==> src/rtl/rtick_pkg.sv <==
// Shared widths and the setting layout for the periodic tick timer.
package rtick_pkg;
    localparam int unsigned PRE_W = 3;
    localparam int unsigned MOD_W = 4;
    localparam int unsigned CFG_W = PRE_W + MOD_W;

    // Setting register: prescale code in the upper bits, modulus below.
    typedef struct packed {
        logic [PRE_W-1:0] pre;
        logic [MOD_W-1:0] modv;
    } rtick_cfg_t;
endpackage

==> src/rtl/rtick_prescaler.sv <==
// Power-of-two divider. Counts advance cycles up to 2^(EXP_BASE+pre)-1
// and emits a terminal pulse on the last one. Assumes pre is nonzero
// whenever adv is high; clr has priority over adv.
module rtick_prescaler #(
    parameter int unsigned EXP_BASE = 9,
    parameter int unsigned PRE_W    = 3
) (
    input  logic             clk,
    input  logic             rst_n,
    input  logic             clr,
    input  logic             adv,
    input  logic [PRE_W-1:0] pre,
    output logic             tc
);
    localparam int unsigned MAXP = (1 << PRE_W) - 1;
    localparam int unsigned CW   = EXP_BASE + MAXP;

    logic [CW-1:0]    cnt;
    logic [CW-1:0]    lim;
    logic [PRE_W-1:0] sh;

    // Terminal count for the selected exponent: all ones in the low bits.
    always_comb begin
        sh  = PRE_W'(MAXP) - pre;
        lim = {CW{1'b1}} >> sh;
        tc  = adv && (cnt == lim);
    end

    // Divider state: cleared on request, wraps at the terminal count.
    always_ff @(posedge clk) begin
        if (!rst_n) begin
            cnt <= '0;
        end else if (clr) begin
            cnt <= '0;
        end else if (adv) begin
            cnt <= tc ? '0 : cnt + 1'b1;
        end
    end
endmodule

==> src/rtl/rtick_modcnt.sv <==
// Modulus stage. Counts prescaler pulses from 0 to modv and flags the
// pulse that completes a period. clr has priority over step.
module rtick_modcnt #(
    parameter int unsigned MOD_W = 4
) (
    input  logic             clk,
    input  logic             rst_n,
    input  logic             clr,
    input  logic             step,
    input  logic [MOD_W-1:0] modv,
    output logic             wrap
);
    logic [MOD_W-1:0] cnt;

    // Period completes on the step that arrives while at the modulus.
    always_comb wrap = step && (cnt == modv);

    // Modulus counter state.
    always_ff @(posedge clk) begin
        if (!rst_n) begin
            cnt <= '0;
        end else if (clr) begin
            cnt <= '0;
        end else if (step) begin
            cnt <= wrap ? '0 : cnt + 1'b1;
        end
    end
endmodule

==> src/rtl/rtick_flag.sv <==
// Sticky event flag with write-1-to-clear. A set in the same cycle as a
// clear wins, so no event is lost.
module rtick_flag (
    input  logic clk,
    input  logic rst_n,
    input  logic set,
    input  logic clr,
    output logic q
);
    // Flag state: set has priority over clear.
    always_ff @(posedge clk) begin
        if (!rst_n) begin
            q <= 1'b0;
        end else if (set) begin
            q <= 1'b1;
        end else if (clr) begin
            q <= 1'b0;
        end
    end
endmodule

==> src/rtl/rtick_timer.sv <==
// Periodic tick timer top. Holds the setting and the interrupt enable,
// decides when the divider chain runs, freezes or restarts, and raises
// the flag and interrupt. Assumes all inputs are synchronous to clk,
// which is the oscillator clock that is counted.
module rtick_timer #(
    parameter int unsigned EXP_BASE = 9
) (
    input  logic                       clk,
    input  logic                       rst_n,
    input  logic                       cfg_wr,
    input  logic [rtick_pkg::CFG_W-1:0] cfg_wdata,
    input  logic                       stat_wr,
    input  logic                       stat_wdata,
    input  logic                       ien_wr,
    input  logic                       ien_wdata,
    input  logic                       wait_mode,
    input  logic                       wait_stop_en,
    input  logic                       pstop_mode,
    input  logic                       pstop_run_en,
    output logic                       flag_o,
    output logic                       irq_o
);
    import rtick_pkg::*;

    rtick_cfg_t cfg_q;
    logic       ien_q;
    logic       halt_wait;
    logic       halt_pstop;
    logic       enabled;
    logic       div_clr;
    logic       div_adv;
    logic       presc_tc;
    logic       period_end;
    logic       flag_clr;

    // Setting and enable registers written by their strobes.
    always_ff @(posedge clk) begin
        if (!rst_n) begin
            cfg_q <= '0;
            ien_q <= 1'b0;
        end else begin
            if (cfg_wr) cfg_q <= rtick_cfg_t'(cfg_wdata);
            if (ien_wr) ien_q <= ien_wdata;
        end
    end

    // Run control: reinitialise, freeze or advance the divider chain.
    always_comb begin
        enabled    = (cfg_q.pre != '0);
        halt_wait  = wait_mode && wait_stop_en;
        halt_pstop = pstop_mode && !pstop_run_en;
        div_clr    = cfg_wr || !enabled || halt_wait;
        div_adv    = enabled && !cfg_wr && !halt_wait && !halt_pstop;
        flag_clr   = stat_wr && stat_wdata;
    end

    rtick_prescaler #(
        .EXP_BASE (EXP_BASE),
        .PRE_W    (PRE_W)
    ) presc_i (
        .clk   (clk),
        .rst_n (rst_n),
        .clr   (div_clr),
        .adv   (div_adv),
        .pre   (cfg_q.pre),
        .tc    (presc_tc)
    );

    rtick_modcnt #(
        .MOD_W (MOD_W)
    ) modc_i (
        .clk   (clk),
        .rst_n (rst_n),
        .clr   (div_clr),
        .step  (presc_tc),
        .modv  (cfg_q.modv),
        .wrap  (period_end)
    );

    rtick_flag flag_i (
        .clk   (clk),
        .rst_n (rst_n),
        .set   (period_end),
        .clr   (flag_clr),
        .q     (flag_o)
    );

    // Interrupt request follows the flag when enabled.
    always_comb irq_o = flag_o && ien_q;
endmodule

==> config.mk <==
export PLATFORM = sky130hd
export DESIGN_NAME = rtick_timer
export DESIGN_NICKNAME = d
export VERILOG_FILES = /design/src/rtl/rtick_pkg.sv /design/src/rtl/rtick_prescaler.sv /design/src/rtl/rtick_modcnt.sv /design/src/rtl/rtick_flag.sv /design/src/rtl/rtick_timer.sv
export SDC_FILE = /design/constraint.sdc
export NUM_CORES = 1
export LEC_CHECK = 0
export ABC_CLOCK_PERIOD_IN_PS = 2200
export BUFFER_PORTS_ARGS = -buffer_cell sky130_fd_sc_hd__buf_2
export CAP_MARGIN = 20
export CORE_MARGIN = 4
export CORE_UTILIZATION = 45
export DETAILED_ROUTE_END_ITERATION = 6
export HOLD_SLACK_MARGIN = 0.06
export PLACE_DENSITY = 0.67
export SETUP_SLACK_MARGIN = 0.15
export SYNTH_ARGS = -nofsm -noshare
export SYNTH_HDL_FRONTEND = slang
export SYNTH_SLANG_ARGS = --single-unit
export TNS_END_PERCENT = 1
==> constraint.sdc <==
create_clock -name clk -period 2.2 [get_ports clk]
set_clock_uncertainty 0.2 [all_clocks]
set_input_delay 0.33 -clock clk [delete_from_list [all_inputs] [get_ports clk]]
set_output_delay 0.33 -clock clk [all_outputs]
set_load 0.02 [all_outputs]
==> metrics.log, run 1 <==
[metrics] result of the run: complete, no violations
[metrics] power per cell area: approximately 500 nW/um^2
[metrics] share of the synthesized area in the top cell type: 0.386
[metrics] top cells by instance count after synthesis: sky130_fd_sc_hd__dfxtp_1 (29), sky130_fd_sc_hd__nor2_1 (16), sky130_fd_sc_hd__nor2b_1 (11)
[metrics] post-DR wirelength/cell: 14.2 um
[metrics] Total Nets Final: 234
[metrics] drt pass-1 iters: 4
[metrics] count of antenna-violating nets left after detailed routing: 0
[metrics] Synth area leader: sky130_fd_sc_hd__dfxtp_1
[metrics] horizontal die dimension: roughly 66 um
[metrics] later-pin clock latency in the skew report: approximately 0.34 ns
[metrics] cell with the most instances after synthesis: sky130_fd_sc_hd__dfxtp_1
[metrics] number of flops mapped to enable cells by yosys: 0
[metrics] IO buf count: 19
[metrics] GR Util All Layers: 0.188
[metrics] violation count after the first detailed-routing iteration: 60
[metrics] distinct cell type count after synthesis: 46
[metrics] dominant synthesized flop cell: sky130_fd_sc_hd__dfxtp_1
[metrics] share of layout cells above drive strength 1: 0.383
[metrics] Starting Density: 0.480
[metrics] critical path class: register to register
[metrics] Worst EP arrival: between 2 and 2.5 ns
[metrics] number of antenna violations at the first check in global routing: 0
[metrics] final core occ: 0.669
[metrics] min Tclk post-route: ~2.2 ns
[metrics] Ant. Diodes: 0
[metrics] data required time at the worst endpoint: 2.27 ns
[metrics] Avg Inst Size Synth: ~9 sq um
[metrics] gate count after technology mapping: 165
[metrics] number of max-cap violations: 0
[metrics] pin count of the biggest net entering global routing: 12
[metrics] H-tree depth: 2
[metrics] sort of element at the end of the critical path: register
[metrics] vias in the first global route: around 1300
[metrics] setup repair after global routing missed its margin: true
[metrics] Max-Slew Margin vs Limit: 0.783
[metrics] Max Fclk: around 0.46 GHz
[metrics] Crit Path Max Fanout: 7
[metrics] DR vias: about 1300
[metrics] placement-stage cell area: approximately 1800 sq um
[metrics] detailed-placement wirelength estimate: approximately 2400 um
[metrics] number of failing hold endpoints at the final stage: 0
[metrics] proportion of synthesized flip-flops having asynchronous set or reset: 0
[metrics] worst vdd ir: around 0.37 mV
[metrics] maximum count of clock buffers along a single path: 2
[metrics] clock root cell: sky130_fd_sc_hd__clkbuf_4
[metrics] area enclosed by the die boundary: between 4000 and 5000 sq um
[metrics] wire length of the first global-routing pass: about 6000 um
[metrics] total setup violations reported at the end of the flow: 0
[metrics] TritonCTS Sinks: 29
[metrics] library cell contributing the largest single delay on the critical path: sky130_fd_sc_hd__dfxtp_4
[metrics] number of I/O pins: 20
[metrics] number of flip-flops and latches in the synthesized netlist: 29
[metrics] share of the yosys chip area belonging to registers: 0.386
[metrics] via density per instance: 5.22
[metrics] net count after synthesis: ~190
[metrics] Filler Cell Count: approximately 230
[metrics] area of the placeable core: roughly 3100 sq um
[metrics] Synth area leaders: sky130_fd_sc_hd__dfxtp_1 (39%), sky130_fd_sc_hd__mux2i_1 (6.0%), sky130_fd_sc_hd__xor2_1 (5.8%)
[metrics] sum of routed wire length over all layers: about 3700 um
[metrics] Synth Warn #: 0
[metrics] actual slew at the worst max-slew pin: 0.324 ns
[metrics] number of max-slew violations in the final report: 0
[metrics] number of rows in the core area: 20
[metrics] remaining routing DRC violations: 0
[metrics] critical-path cell list: or2_4, a41o_1, a31oi_4, nor4_4, buf_4, buf_6, or3_4, a21oi_2
[metrics] total congestion overflow after global routing: 0
[metrics] HP Class: input pin to register
[metrics] peak per-stage delay on the critical path: around 0.39 ns
[metrics] element type at the critical path start: register
[metrics] CTS tree: yes
[metrics] number of CTS-inserted buffers: 5
[metrics] leak pwr: ~0.00079 uW
[metrics] clock-pin transition on the worst setup and hold timing paths: 0.09 ns
[metrics] cell area after technology mapping: approximately 1500 sq um
[metrics] portion of the clock cycle consumed by the worst path in the final layout: 0.991
[metrics] signed area change from the synthesized netlist to the final layout: 39.3%
[metrics] vertical extent of the die: between 60 and 70 um
[metrics] last weighted congestion value of the routability-driven placer: between 0.7 and 0.8
[metrics] Design Area, Final: about 2100 sq um
==> through the flow <==
stage                     TNS (ns)  setup WS (ns)  total power (uW)  hold slack, ns  instances
after CTS                        0          0.105              1030          0.0644        255
after detailed placement    -0.710        -0.0802               665           0.289        238
after global placement     -0.0365       -0.00523               661           0.276        238
final                            0         0.0201              1030          0.0697        258
after global routing       -0.0987        -0.0493              1070          0.0986        258
after floorplan                  0       0.000759               629           0.258        165
==> per-layer routing <==
layer / vias up / wire length (um) / global-route usage
li1: 683 / - / -
met1: 626 / 1580 / 0.222
met2: 28 / 1820 / 0.309
met3: 10 / 166 / 0.0680
met4: 0 / 89 / 0.0751
met5: - / 0 / 0
==> report_power, final <==
part | switching, uW | internal (uW)
registers | 14.3 | 532
logic | 67.7 | 82.7
clock network | 179 | 150
total | 261 | 765
==> worst max-delay path: cells and delay by family, from the launching register on <==
kind | cells | cell delay [ns]
simple gates | 3 | 0.69
compound gates | 3 | 0.57
buf+inv | 2 | 0.26
flops | 1 | 0.39
==> sequential cells by signal (all words and copies together) (netlist names) <==
name and count:
cfg_q 7, flag_i.q 1, ien_q 1, modc_i.cnt 4
presc_i.cnt 16
==> kinds of logic after synthesis <==
family,count (synthesis),synth area share
buf+inv,8,0.0291
flops,29,0.386
xor+xnor,16,0.0933
simple gates,79,0.311
mux,9,0.0600
compound gates,22,0.104
fa+ha+maj,2,0.0167
==> area by class of cell <==
type                       instances  area [sq um]  area share
clock buffer                       7          55.1      0.0263
inverter                           2          7.51     0.00359
multi-input combinational        128          1030       0.493
sequential                        29           598       0.286
tap                               44          55.1      0.0263
timing repair buffer              48           345       0.165
==> cells in the final DEF (no fill, tap or decap), types with 2 or more instances in the layout <==
cell type / n
sky130_fd_sc_hd__nand2_1: 8
sky130_fd_sc_hd__nand2b_1: 5
sky130_fd_sc_hd__or2_4: 2
sky130_fd_sc_hd__nor3_2: 2
sky130_fd_sc_hd__nor2_2: 2
sky130_fd_sc_hd__clkbuf_4: 5
sky130_fd_sc_hd__buf_6: 4
sky130_fd_sc_hd__nor4_1: 2
sky130_fd_sc_hd__or4_1: 2
sky130_fd_sc_hd__mux2i_1: 8
sky130_fd_sc_hd__dfxtp_2: 2
sky130_fd_sc_hd__nor2_1: 14
sky130_fd_sc_hd__xor2_1: 10
sky130_fd_sc_hd__buf_2: 19
sky130_fd_sc_hd__nand4_1: 3
sky130_fd_sc_hd__inv_1: 2
sky130_fd_sc_hd__a21oi_2: 4
sky130_fd_sc_hd__xnor2_1: 6
sky130_fd_sc_hd__dfxtp_1: 23
sky130_fd_sc_hd__nand3_1: 8
sky130_fd_sc_hd__a21oi_1: 5
sky130_fd_sc_hd__nor4_4: 3
sky130_fd_sc_hd__buf_4: 18
sky130_fd_sc_hd__dlygate4sd3_1: 7
sky130_fd_sc_hd__dfxtp_4: 4
sky130_fd_sc_hd__nor2b_1: 11
sky130_fd_sc_hd__nand3b_1: 2
sky130_fd_sc_hd__and3_1: 2
==> timing repair <==
item,in CTS,in global routing
pin swaps,8,17
endpoints found under the hold margin,7,0
hold buffers,7,0
endpoints found under the setup margin,18,17
buffers inserted,3,3
gates cloned,0,0
resized for setup,23,15
==> path summary, 6_finish.rpt <==
kind | start | to | slack (ns) | cells past startpoint
worst max-delay path | cfg_q[5] | presc_i.cnt[0] | 0.02 | 8
worst min register to register | presc_i.cnt[14] | presc_i.cnt[14] | 0.31 | 2
worst min-delay path | cfg_wdata[0] | cfg_q[0] | 0.07 | 3
worst max register to register | cfg_q[5] | presc_i.cnt[0] | 0.02 | 8
(Power assumes the default switching activity.)
==> inputs of run 2 (changes only) <==
- BUFFER_PORTS_ARGS: -buffer_cell sky130_fd_sc_hd__buf_2 -> -buffer_cell sky130_fd_sc_hd__clkbuf_2
==> run 2 against run 1 <==
Hold slack worse by 0.0010 ns. Maximum frequency is 0.51% higher. Power is 0.92% lower. Core utilization is 1.9 points lower. Routed wire length is 5.5% lower. Clock-buffer cell count stayed put. Sequential share of layout area is 0.58 points higher. Non-clock buffer count is 3 lower. Highest routed layer unchanged.
==> metrics.log, run 2 (synthesized netlist as in run 1, its figures left out) <==
[metrics] result of the run: complete, no violations
[metrics] drt pass-1 iters: 5
[metrics] detailed-placement wirelength estimate: between 2000 and 2500 um
[metrics] critical-path cell list: or2_4, a41o_1, a31oi_4, buf_4, nor3_2, or4_1, a21oi_1
[metrics] Setup Total Neg Slack: 0 ns
[metrics] HP Class: input pin to register
[metrics] cell-internal power: about 760 uW
[metrics] later-pin clock latency in the skew report: approximately 0.33 ns
[metrics] Worst path top cell family by delay: simple AND/OR/NAND/NOR gates
[metrics] setup repair after global routing missed its margin: true
[metrics] leak pwr: 0.000776 uW
[metrics] Worst EP arrival: around 2.2 ns
[metrics] Total Nets Final: 231
[metrics] CTS tree: yes
[metrics] clock network power share: 0.321
[metrics] met3 layer usage reported by global route: 0.0578
[metrics] count of antenna-violating nets left after detailed routing: 0
[metrics] clock-pin transition on the worst setup and hold timing paths: around 0.090 ns
[metrics] area enclosed by the die boundary: 4330 sq um
[metrics] share of layout cells above drive strength 1: 0.370
[metrics] Buffers & Inverters on Critical Path: 1
[metrics] number of max-cap violations: 0
[metrics] remaining routing DRC violations: 0
[metrics] Comb pwr share: 0.140
[metrics] number of antenna violations at the first check in global routing: 0
[metrics] power per cell area: about 500 nW/um^2
[metrics] number of flip-flops in the largest register: 16
[metrics] Switching Power: ~260 uW
[metrics] DR vias: roughly 1400
[metrics] top library cells by usage in the layout, fill and taps aside: sky130_fd_sc_hd__dfxtp_1 (25), sky130_fd_sc_hd__buf_4 (20), sky130_fd_sc_hd__clkbuf_2 (19)
[metrics] sort of element at the end of the critical path: register
[metrics] number of CTS-inserted buffers: 5
[metrics] total setup violations reported at the end of the flow: 0
[metrics] worst vdd ir: between 0.3 and 0.4 mV
[metrics] peak-usage layer in the global routing report: met2
[metrics] GR met1 Demand/Resource: 0.215
[metrics] Ant. Diodes: 0
[metrics] vias in the first global route: about 1300
[metrics] number of max-slew violations in the final report: 0
[metrics] switching power share of the total: 0.252
[metrics] Reg with most FFs: presc_i.cnt
[metrics] wire length of the first global-routing pass: ~5700 um
[metrics] sum of routed wire length over all layers: 3460 um
[metrics] element type at the critical path start: register
[metrics] pin count of the biggest net entering global routing: 12
[metrics] maximum count of clock buffers along a single path: 2
[metrics] Max-Slew Margin vs Limit: 0.789
[metrics] via density per instance: approximately 5.3
[metrics] vertical extent of the die: 65.8 um
[metrics] GR Util All Layers: 0.173
[metrics] H-tree depth: 2
[metrics] data required time at the worst endpoint: roughly 2.3 ns
[metrics] violation count after the first detailed-routing iteration: 55
[metrics] post-DR wirelength/cell: around 14 um
[metrics] library cell contributing the largest single delay on the critical path: sky130_fd_sc_hd__or4_1
[metrics] Starting Density: 0.480
[metrics] most common library cell in the layout ignoring fill and taps: sky130_fd_sc_hd__dfxtp_1
[metrics] Max Fclk: 0.461 GHz
[metrics] area of the placeable core: about 3100 sq um
[metrics] Crit Path Max Fanout: 6
[metrics] clock root cell: sky130_fd_sc_hd__clkbuf_4
[metrics] number of rows in the core area: 20
[metrics] actual slew at the worst max-slew pin: 0.314 ns
[metrics] worst setup timing slack at the placement stage: -0.128 ns
[metrics] min Tclk post-route: approximately 2.2 ns
[metrics] portion of total power attributed to sequential cells: 0.539
[metrics] peak per-stage delay on the critical path: roughly 0.47 ns
[metrics] last weighted congestion value of the routability-driven placer: 0.799
[metrics] signed area change from the synthesized netlist to the final layout: 35.4%
[metrics] met2 demand-to-capacity share in global routing: 0.265
[metrics] critical path class: register to register
[metrics] IO buf count: 19
[metrics] portion of the clock cycle consumed by the worst path in the final layout: 0.986
[metrics] number of failing hold endpoints at the final stage: 0
[metrics] number of I/O pins: 20
[metrics] Regs by FF count: presc_i.cnt (16), cfg_q (7), modc_i.cnt (4)
[metrics] TritonCTS Sinks: 29
[metrics] total congestion overflow after global routing: 0
[metrics] worst setup margin: roughly 0.031 ns
[metrics] horizontal die dimension: ~66 um
==> run 2: changes by cell type in the layout (fill, tap and decap cells not counted), sizes merged <==
cell         delta
dlygate4sd3     -2
clkbuf         +19
buf            -20
==> run 2: through the flow <==
| stage | utilization | hold slack, ns | cells | instance area [sq um] | total power, uW |
|---|---|---|---|---|---|
| floorplan | - | 0.258 | 165 | 1540 | 629 |
| global placement | 0.565 | 0.274 | 239 | 1770 | 665 |
| detailed placement | 0.565 | 0.278 | 239 | 1770 | 668 |
| CTS | 0.627 | 0.0617 | 253 | 1960 | 1020 |
| global route | 0.650 | 0.0949 | 255 | 2030 | 1070 |
| finish | 0.650 | 0.0687 | 255 | 2030 | 1020 |
==> run 2: timing repair <==
item / in CTS / in global routing
buffers inserted: 3 / 1
resized for setup: 18 / 12
pin swaps: 5 / 13
hold buffers: 4 / 1
endpoints found under the hold margin: 4 / 1
endpoints found under the setup margin: 18 / 18
==> run 2: path summary, 6_finish.rpt <==
kind | start | to | slack (ns) | depth (start not counted)
worst min register to register | presc_i.cnt[0] | presc_i.cnt[0] | 0.29 | 2
worst max register to register | cfg_q[4] | presc_i.cnt[12] | 0.03 | 7
worst min-delay path | cfg_wdata[5] | cfg_q[5] | 0.07 | 3
worst max-delay path | cfg_q[4] | presc_i.cnt[12] | 0.03 | 7
==> run 2: final cells by class <==
class                   count  area (sq um)
repair buffers             45           307
well taps                  44          55.1
inverters                   2          7.51
flip-flops and latches     29           593
clock buffers               7          55.1
multi-input cells         128          1020
fillers                   257          1090
==> run 2: worst reg2reg max path, delay by kind of cell, from the launching register on <==
kind                   cells  cell delay [ns]
flip-flops                 1             0.39
buffers and inverters      1             0.15
AND/OR/NAND/NOR            3             0.80
AO/OA/AOI/OAI              3             0.57
==> run 2: layer usage <==
| metal | vias up | share of wire |
|---|---|---|
| li1 | 680 | - |
| met1 | 639 | 0.47 |
| met2 | 23 | 0.47 |
| met3 | 10 | 0.034 |
| met4 | 0 | 0.028 |
| met5 | - | 0 |
==> run 2: power groups by stage <==
| stage | registers (uW) | clock network (uW) | logic (uW) |
|---|---|---|---|
| after CTS | 546 | 337 | 132 |
| after detailed placement | 559 | 0 | 110 |
| final | 548 | 326 | 142 |
| after floorplan | 552 | 0 | 77.4 |
| after global placement | 558 | 0 | 107 |
| after global routing | 550 | 371 | 153 |
==> inputs of run 3 (changes only) <==
- PLACE_DENSITY: 0.67 -> 0.71
==> run 3 against run 2 <==
Design area rose by 3.0%. Power rose by 13%. Worst setup slack got worse by 0.026 ns. Critical path type unchanged. Largest cell class unchanged. Core utilization rose by 1.9 points. First-iteration DRC count rose by 38%. Non-clock buffer count rose by 2.
==> metrics.log, run 3 (synthesized netlist as in run 1, its figures left out) <==
[metrics] result of the run: complete, no violations
[metrics] number of failing hold endpoints at the final stage: 0
[metrics] Ant. Diodes: 0
[metrics] GR Util All Layers: 0.178
[metrics] Regs by FF count: presc_i.cnt (16), cfg_q (7), modc_i.cnt (4)
[metrics] number of I/O pins: 20
[metrics] cell count of the worst reg-to-reg path: 8
[metrics] Crit Path Max Fanout: 8
[metrics] sort of element at the end of the critical path: register
[metrics] HP Class: input pin to register
[metrics] IO buf count: 19
[metrics] number of CTS-inserted buffers: 5
[metrics] placement-stage cell area: between 1500 and 2000 sq um
[metrics] later-pin clock latency in the skew report: around 0.34 ns
[metrics] actual slew at the worst max-slew pin: between 0.3 and 0.4 ns
[metrics] cell-internal power: 848 uW
[metrics] horizontal die dimension: between 60 and 70 um
[metrics] leak pwr: 0.000800 uW
[metrics] setup repair after global routing missed its margin: true
[metrics] switching power share of the total: 0.258
[metrics] CTS tree: yes
[metrics] sum of routed wire length over all layers: 3750 um
[metrics] H-tree depth: 2
[metrics] portion of total power attributed to sequential cells: 0.477
[metrics] drt pass-1 iters: 4
[metrics] top library cells by usage in the layout, fill and taps aside: sky130_fd_sc_hd__buf_4 (23), sky130_fd_sc_hd__dfxtp_1 (21), sky130_fd_sc_hd__clkbuf_2 (19)
[metrics] portion of the clock cycle consumed by the worst path in the final layout: 0.998
[metrics] number of antenna violations at the first check in global routing: 0
[metrics] element type at the critical path start: register
[metrics] maximum count of clock buffers along a single path: 2
[metrics] via density per instance: ~5.3
[metrics] destination of the worst register-to-register timing path: presc_i.cnt[0]
[metrics] clock network power share: 0.395
[metrics] total setup violations reported at the end of the flow: 0
[metrics] clock root cell: sky130_fd_sc_hd__clkbuf_4
[metrics] startpoint of the worst register-to-register path: cfg_q[6]
[metrics] Reg with most FFs: presc_i.cnt
[metrics] Design Area, Final: 2090 sq um
[metrics] clock-pin transition on the worst setup and hold timing paths: 0.10 ns
[metrics] number of max-slew violations in the final report: 0
[metrics] worst setup timing slack at the placement stage: -0.0825 ns
[metrics] last weighted congestion value of the routability-driven placer: between 0.8 and 0.9
[metrics] wire length of the first global-routing pass: 5820 um
[metrics] critical path class: register to register
[metrics] endpoint with the worst hold slack: cfg_q[5]
[metrics] number of flip-flops in the largest register: 16
[metrics] Max-Slew Margin vs Limit: 0.737
[metrics] worst hold path cell count: 3
[metrics] worst setup slack for register-to-register paths: about 0.0049 ns
[metrics] Filler Cell Count: ~240
[metrics] Comb pwr share: 0.128
[metrics] pin count of the biggest net entering global routing: 12
[metrics] count of antenna-violating nets left after detailed routing: 0
[metrics] final core occ: 0.670
[metrics] vertical extent of the die: roughly 66 um
[metrics] area of the multi-input gates: between 1000 and 1500 sq um
[metrics] area of the placeable core: around 3100 sq um
[metrics] data required time at the worst endpoint: ~2.3 ns
[metrics] violation count after the first detailed-routing iteration: 76
[metrics] launch instance of the worst min-delay path: cfg_wdata[5]
[metrics] Starting Density: 0.480
[metrics] share of layout cells above drive strength 1: 0.388
[metrics] Worst EP arrival: approximately 2.3 ns
[metrics] worst vdd ir: ~0.35 mV
[metrics] signed area change from the synthesized netlist to the final layout: 39.4%
[metrics] DR vias: ~1400
[metrics] Setup Total Neg Slack: 0 ns
[metrics] register area: slightly above 600 sq um
[metrics] most common library cell in the layout ignoring fill and taps: sky130_fd_sc_hd__buf_4
[metrics] number of rows in the core area: 20
[metrics] Switching Power: 295 uW
[metrics] Max Fclk: approximately 0.46 GHz
[metrics] number of max-cap violations: 0
[metrics] vias in the first global route: 1279
[metrics] total congestion overflow after global routing: 0
[metrics] area enclosed by the die boundary: between 4000 and 5000 sq um
[metrics] power per cell area: approximately 550 nW/um^2
[metrics] detailed-placement wirelength estimate: around 2500 um
[metrics] remaining routing DRC violations: 0
[metrics] TritonCTS Sinks: 29
[metrics] worst setup margin: about 0.0049 ns
[metrics] Total Nets Final: roughly 230
[metrics] post-DR wirelength/cell: approximately 15 um
[metrics] min Tclk post-route: about 2.2 ns
[run 3: cell types whose count changed in the layout (fill, tap and decap cells not counted), moves of 2 or more]
cell / change
sky130_fd_sc_hd__dfxtp_1: -4
sky130_fd_sc_hd__nor2_1: +4
sky130_fd_sc_hd__nor2_2: -4
sky130_fd_sc_hd__buf_4: +3
sky130_fd_sc_hd__dfxtp_2: +2
sky130_fd_sc_hd__dfxtp_4: +2
[run 3: power groups by stage]
| stage | clock, uW | combinational (uW) | sequential, uW |
|---|---|---|---|
| CTS | 457 | 132 | 547 |
| floorplan | 0 | 77.4 | 552 |
| finish | 452 | 146 | 546 |
| global route | 480 | 156 | 547 |
| global placement | 0 | 107 | 557 |
| detailed placement | 0 | 110 | 559 |
[run 3: worst max path at each step]
| stage | start | cells past startpoint | endpoint | slack, ns |
|---|---|---|---|---|
| finish | cfg_q[6] | 8 | presc_i.cnt[0] | 0.005 |
| global route | presc_i.cnt[0] | 7 | modc_i.cnt[3] | -0.10 |
| CTS | cfg_q[4] | 6 | modc_i.cnt[3] | 0.06 |
| detailed placement | cfg_q[5] | 7 | presc_i.cnt[7] | -0.08 |
| global placement | cfg_q[6] | 6 | modc_i.cnt[3] | -0.03 |
| floorplan | cfg_q[5] | 8 | modc_i.cnt[3] | 0.0008 |
[run 3: what timing repair did]
action,in CTS,in global routing
hold buffers,4,1
gates resized for setup,19,15
hold endpoints to repair,4,1
pin swaps,7,8
setup buffers,1,5
setup endpoints to repair,18,18
[run 3: per-layer routing]
metal  vias up  routed length (um)  global-route usage  part of all wire
met5         -                   0                   0                 0
met2        35                1820               0.284              0.49
li1        682                   -                   -                 -
met3         9                 123              0.0408             0.033
met4         0                  70              0.0777             0.019
met1       639                1740               0.227              0.46
[run 3: area by class of cell]
| cell class | instances | area share |
|---|---|---|
| clock buffer | 5 | 0.0179 |
| clock inverter | 3 | 0.0221 |
| inverter | 2 | 0.00358 |
| multi-input combinational | 128 | 0.490 |
| sequential | 29 | 0.288 |
| tap | 44 | 0.0263 |
| timing repair buffer | 47 | 0.152 |
[run 3: metrics by stage]
step | std cells | power (uW) | hold WS (ns)
2_1_floorplan | 165 | 629 | 0.258
3_3_place_gp | 239 | 664 | 0.270
3_5_place_dp | 239 | 668 | 0.291
4_1_cts | 252 | 1140 | 0.0603
5_1_grt | 258 | 1180 | 0.0786
6_report | 258 | 1140 | 0.0571
[run 3: critical path: stages (launching register included)]
cell                      delay, ns
sky130_fd_sc_hd__dfxtp_4       0.40
sky130_fd_sc_hd__nor3_4        0.38
sky130_fd_sc_hd__o32ai_4       0.14
sky130_fd_sc_hd__a21oi_4       0.20
sky130_fd_sc_hd__nor4_4        0.07
sky130_fd_sc_hd__buf_4         0.15
sky130_fd_sc_hd__buf_4         0.14
sky130_fd_sc_hd__or3_1         0.30
sky130_fd_sc_hd__a21oi_1       0.14
